$ cat src/rtl/rotmask_pkg.sv
package rotmask_pkg;
  localparam int unsigned DEF_XLEN = 64;

  typedef enum logic {
    MODE_DWORD = 1'b0,
    MODE_WORD  = 1'b1
  } rot_mode_e;
endpackage

$ cat src/rtl/rotmask_rotator.sv
module rotmask_rotator #(
  parameter int unsigned XLEN = 64,
  localparam int unsigned SH_W = $clog2(XLEN)
) (
  input  logic [XLEN-1:0] data_i,
  input  logic [SH_W-1:0] amt_i,
  output logic [XLEN-1:0] data_o
);
  logic [XLEN-1:0] stage [SH_W+1];

  assign stage[0] = data_i;

  // log-depth barrel: stage s rotates left by 2**s when amt bit s set
  for (genvar s = 0; s < SH_W; s++) begin : g_stage
    localparam int unsigned STEP = 1 << s;
    assign stage[s+1] = amt_i[s] ?
        {stage[s][XLEN-STEP-1:0], stage[s][XLEN-1:XLEN-STEP]} : stage[s];
  end

  assign data_o = stage[SH_W];
endmodule

$ cat src/rtl/rotmask_mask_gen.sv
module rotmask_mask_gen #(
  parameter int unsigned XLEN = 64,
  localparam int unsigned SH_W = $clog2(XLEN)
) (
  input  logic [SH_W-1:0] begin_i,
  input  logic [SH_W-1:0] end_i,
  output logic [XLEN-1:0] mask_o
);
  logic wrap;
  assign wrap = begin_i > end_i;

  // position p counts from the MSB; it maps to bit XLEN-1-p
  for (genvar p = 0; p < XLEN; p++) begin : g_pos
    localparam logic [SH_W-1:0] POS = SH_W'(p);
    logic ge_b, le_e;
    assign ge_b = POS >= begin_i;
    assign le_e = POS <= end_i;
    assign mask_o[XLEN-1-p] = wrap ? (ge_b | le_e) : (ge_b & le_e);
  end
endmodule

$ cat src/rtl/rotmask_unit.sv
module rotmask_unit
  import rotmask_pkg::*;
#(
  parameter int unsigned XLEN = DEF_XLEN,
  localparam int unsigned SH_W = $clog2(XLEN),
  localparam int unsigned HALF = XLEN / 2
) (
  input  logic            clk_i,
  input  logic            rst_ni,
  input  logic            valid_i,
  input  logic [XLEN-1:0] src_i,
  input  logic [SH_W-1:0] amt_i,
  input  logic            word_mode_i,
  input  logic [SH_W-1:0] mb_i,
  input  logic [SH_W-1:0] me_i,
  output logic            valid_o,
  output logic [XLEN-1:0] rot_o,
  output logic [XLEN-1:0] mask_o,
  output logic [XLEN-1:0] res_o
);
  rot_mode_e       mode;
  logic [XLEN-1:0] rot_src, rot_val, mask_val;
  logic [SH_W-1:0] rot_amt, eff_b, eff_e;

  assign mode = rot_mode_e'(word_mode_i);

  always_comb begin
    if (mode == MODE_WORD) begin
      rot_src = {src_i[HALF-1:0], src_i[HALF-1:0]};
      rot_amt = {1'b0, amt_i[SH_W-2:0]};
      eff_b   = {1'b1, mb_i[SH_W-2:0]};
      eff_e   = {1'b1, me_i[SH_W-2:0]};
    end else begin
      rot_src = src_i;
      rot_amt = amt_i;
      eff_b   = mb_i;
      eff_e   = me_i;
    end
  end

  rotmask_rotator #(.XLEN(XLEN)) u_rot (
    .data_i (rot_src),
    .amt_i  (rot_amt),
    .data_o (rot_val)
  );

  rotmask_mask_gen #(.XLEN(XLEN)) u_mask (
    .begin_i (eff_b),
    .end_i   (eff_e),
    .mask_o  (mask_val)
  );

  always_ff @(posedge clk_i or negedge rst_ni) begin
    if (!rst_ni) begin
      valid_o <= 1'b0;
      rot_o   <= '0;
      mask_o  <= '0;
      res_o   <= '0;
    end else begin
      valid_o <= valid_i;
      if (valid_i) begin
        rot_o  <= rot_val;
        mask_o <= mask_val;
        res_o  <= rot_val & mask_val;
      end
    end
  end
endmodule

$ cat config.mk
export PLATFORM = sky130hd
export DESIGN_NAME = rotmask_unit
export DESIGN_NICKNAME = d
export VERILOG_FILES = /design/src/rtl/rotmask_pkg.sv /design/src/rtl/rotmask_rotator.sv /design/src/rtl/rotmask_mask_gen.sv /design/src/rtl/rotmask_unit.sv
export SDC_FILE = /design/constraint.sdc
export NUM_CORES = 1
export LEC_CHECK = 0
export BUFFER_PORTS_ARGS = -buffer_cell sky130_fd_sc_hd__buf_4
export CORE_MARGIN = 2
export CORE_UTILIZATION = 58
export DETAILED_ROUTE_END_ITERATION = 16
export PLACE_DENSITY = 0.92
export SLEW_MARGIN = 5
export SYNTH_ARGS = -nofsm -noshare
export SYNTH_HDL_FRONTEND = slang
export SYNTH_SLANG_ARGS = --single-unit
$ cat constraint.sdc
create_clock -name clk_i -period 1.2 [get_ports clk_i]
set_clock_uncertainty 0.2 [all_clocks]
set_input_delay 0.3 -clock clk_i [delete_from_list [all_inputs] [get_ports clk_i]]
set_output_delay 0.3 -clock clk_i [all_outputs]
set_load 0.01 [all_outputs]
==> results of run 1 <==
-- routing by layer --
layer	overflow	GRT usage, %
met2	1158	117
met5	5	50.4
met3	51	76.0
met4	490	105
met1	40	89.2
-- Yosys cell counts (all sizes together) (10+ instances only) --
cell	instances
o31ai	13
a21oi	128
o22a	10
maj3	18
a22o	22
mux2i	125
o2bb2ai	42
a21o	19
a211oi	16
a22oi	19
inv	67
nand3	21
mux4	102
nor2	162
buf	58
a221oi	10
o21ai	135
mux2	79
o22ai	21
and2	12
clkbuf	101
or2	10
dfrtp	193
nand2	148
nor3	18
nor2b	10
-- cells by family after synthesis --
| group | Yosys count | share of synthesized area [%] |
|---|---|---|
| compound gates | 526 | 22.2 |
| simple gates | 401 | 10.8 |
| mux | 306 | 28.4 |
| buf+inv | 228 | 6.21 |
| flops | 193 | 30.8 |
| fa+ha+maj | 23 | 1.55 |
-- what timing repair did --
item,4_1_cts
gates cloned,15
buffers inserted,81
pin swaps,137
hold buffers,1
gates resized for setup,526
setup endpoints to repair,385
hold endpoints to repair,193
-- through the flow --
stage | hold WS [ns] | cells | TNS (ns)
4_1_cts | 0.126 | 2674 | -256.78
3_5_place_dp | 0.0245 | 2554 | -307.80
3_3_place_gp | 0.0238 | 2554 | -288.49
2_1_floorplan | -0.196 | 1677 | -240.71
==> qor.yml, run 1 <==
outcome:
  status: "aborted with a tool error"
  haltStage: "global routing"
  firstError: "[ERROR GRT-0116] Global routing finished with congestion. Check the congestion regions in the DRC Viewer."
cts:
  cts_sinks: 193
  cts_max_level: 4
  ctsLongestPathBuffers: 2
  root_buffer: "clkbuf_16"
  cts_buffers: 17
placement:
  pre_cts_slack_ns: -1.92
  routabilityCongestion: 1.25
  port_buffers: 278
  dpl_cell_area_um2: 21400
  dpl.hpwl_um: 59600
logic_synthesis:
  synthArstFlopShare_pct: 100
  synth_edf_count: 0
  syn_area_um2: 15700
  synth_top_cell_by_area: "dfrtp_1"
  syn-num-nets: 1768
  ys_warn_count: 0
  seq_area_frac_synth_pct: 30.8
  synth_flop_cell: "dfrtp_1"
  syn-mean-instance-area_um2: 9.34
  ys_types: 67
  synth_top_cell_area_share_pct: 30.8
  synth_area_leaders: "dfrtp_1 (31%), mux4_2 (15%), mux2i_1 (8.0%)"
  yosys_register_bits: 193
  synthCells: 1677
die:
  start_util_pct: 58.6
  dieWidth_um: 168
  core.rowCount: 60
  num_io_pins: 279
  die_h_um: 168
global_routing:
  grt_overflow: 1744
  grt_pass1_wl_um: 202000
  grt_pass1_vias: 27500
  grt_max_degree: 82
  grt_usage_pct: 95.5
==> run 2, diff against run 1 <==
Settings changed: CORE_UTILIZATION 58 to 40, PLACE_DENSITY 0.92 to unset, PLACE_DENSITY_LB_ADDON set to 0.15.
==> qor.yml, run 2 <==
timing:
  hold_viol: 0
  setup_viol: 385
  setup_slack_ns: -1.26
  rsz0062_at_grt: "true"
  worstMarginPinSlew_ns: 0.925
  maxSlewViolCount: 0
  slew_headroom_pct: 38.1
  maxClockFrequency_mhz: 407
  post-route-period-util_pct: 205
  finalCriticalPeriod_ns: 2.46
  setup_tns_ns: -247.78
  whs_ns: 0.120
cts:
  root_buffer: "clkbuf_16"
  clock_latency_ns: 0.46
  cts_max_level: 4
  clkTransAtPathRegs_ns: 0.08
  cts_sinks: 193
  cts_tree: "yes"
  cts_buffers: 17
  ctsLongestPathBuffers: 2
layout:
  final_common_cell: "buf_4"
  seq_area_um2: 4840
  final_cell_area_um2: 28800
  layout.nets: 2591
  top_regs: "mask_o x64, res_o x64, rot_o x64"
  area_delta_synth_final_pct: 83.7
  most-common-layout-cells: "buf_4 (603), buf_6 (291), dfrtp_1 (188), nor2_1 (122), nand2_1 (119)"
  drive_gt1_share_pct: 65.7
  stdcell_count: 3031
  post-route-util_pct: 74.4
  fill_cells: 2675
  multiInputGateArea_um2: 13200
die:
  start_util_pct: 40.5
  die_area_um2: 40700
  core.rowCount: 72
  die_h_um: 202
  dieWidth_um: 202
  core_um2: 38600
  num_io_pins: 279
setup_path:
  worstSetupPathType: "in -> reg"
  critical_path_required_ns: 1.35
  cp-end-kind: "flop"
  start_kind: "input pin"
  crit_arrival_ns: 2.61
  worstPathMaxFanout: 5
logic_synthesis:
  synth_compound_gate_area_share_pct: 22.2
  synthCells: 1677
  synth_area_leaders: "dfrtp_1 (31%), mux4_2 (15%), mux2i_1 (8.0%)"
  synth_top_cell_area_share_pct: 30.8
  yosysMostFrequentCell: "dfrtp_1"
  syn-num-nets: 1768
  syn_area_um2: 15700
  ys_warn_count: 0
  synth_flop_cell: "dfrtp_1"
  synthTopCellsByCount: "dfrtp_1 (193), nor2_1 (162), nand2_1 (148)"
  syn-mean-instance-area_um2: 9.34
  synth-simple-area-share_pct: 10.8
  yosys_register_bits: 193
  synth_adder_area_share_pct: 1.55
  synth_xor_area_share_pct: 0
  synthArstFlopShare_pct: 100
  muxShareOfSynthArea_pct: 28.4
  ys_types: 67
  synth_edf_count: 0
  seq_area_frac_synth_pct: 30.8
  synth_top_family_by_area: "multiplexers"
  synth_top_cell_by_area: "dfrtp_1"
power:
  total_power_mw: 31.7
  power_density_nw_per_um2: 1100
  peakVddDrop_v: 0.00113
  p_leak_nw: 12.6
placement:
  pre_cts_slack_ns: -2.19
  routabilityCongestion: 1.01
  port_buffers: 278
  dpl_cell_area_um2: 22200
  dp_cells: 2800
  dpl.hpwl_um: 61400
outcome:
  status: "complete, but fails checks"
  violations: "setup timing"
route:
  drc: 0
  vias: 18800
  ant_nets: 0
  vias_per_cell: 6.20
  dr.pass1.iters: 5
  totalWireLength_um: 83100
  drt_iter0_markers: 1779
  wl_per_cell_um: 27.4
run:
  max_cap_viol_count: 0
global_routing:
  grt_usage_pct: 38.4
  grt_max_degree: 70
  antenna_found_initial: 2
  grt_overflow: 0
  grt_pass1_wl_um: 116000
  grt_pass1_vias: 17600
hold_path:
  hold_path.class: "in -> async"
-- run 2: cell counts after synthesis --
No cell type changed its count.
-- run 2: layout make-up --
type / instances / share of cell area [%]
multi-input combinational: 1257 / 45.8
timing repair buffer: 962 / 32.1
sequential: 193 / 16.8
tap: 518 / 2.25
clock buffer: 19 / 1.54
inverter: 69 / 1.02
clock inverter: 12 / 0.518
antenna: 1 / 0.00870
-- run 2: path summary, 6_finish.rpt --
| check | start | to | slack, ns | depth (start not counted) |
|---|---|---|---|---|
| min in group clk_i | valid_i | rot_o[59] | 0.12 | 5 |
| worst max-delay path | amt_i[0] | rot_o[22] | -1.26 | 7 |
| worst min register to register | mask_o[42] | mask_o[42] | 0.31 | 1 |
| worst max register to register | res_o[29] | res_o[29] | 0.02 | 3 |
| worst min-delay path | rst_ni | rot_o[33] | 0.12 | 2 |
| max in group asynchronous | rst_ni | mask_o[30] | 0.16 | 3 |
-- run 2: repair_timing --
| item | 4_1_cts | 5_1_grt |
|---|---|---|
| hold buffers | 1 | 0 |
| endpoints found under the setup margin | 385 | 385 |
| gates resized for setup | 446 | 521 |
| pin swaps | 144 | 147 |
| buffers inserted | 52 | 163 |
| cloned | 13 | 3 |
| endpoints found under the hold margin | 193 | 0 |
-- run 2: logic make-up after synthesis --
group | count (synthesis)
buffers and inverters | 228
and+or+nand+nor | 401
AOI/OAI and AO/OA | 526
DFF | 193
adders and majority gates | 23
muxes | 306
-- run 2: critical path, cell delays in order --
cell    delay (ns)
buf_16        0.12
mux2_4        0.29
mux4_2        0.56
mux2_4        0.31
mux4_2        0.49
mux2_4        0.28
mux2_4        0.25
-- run 2: layer usage --
| layer | wire length, um | track usage, % |
|---|---|---|
| met5 | 13 | 0 |
| met4 | 4900 | 18.5 |
| met3 | 7270 | 6.93 |
| met2 | 38500 | 60.1 |
| met1 | 32400 | 51.7 |
-- run 2: power breakdown --
group	switching, mW	internal [mW]	leakage [nW]	total, mW
clock network	2.78	3.16	0.284	5.94
registers	1.02	7.59	2.35	8.61
logic	8.17	9.03	9.97	17.2
Note: power is estimated with default switching activity, not from simulation.
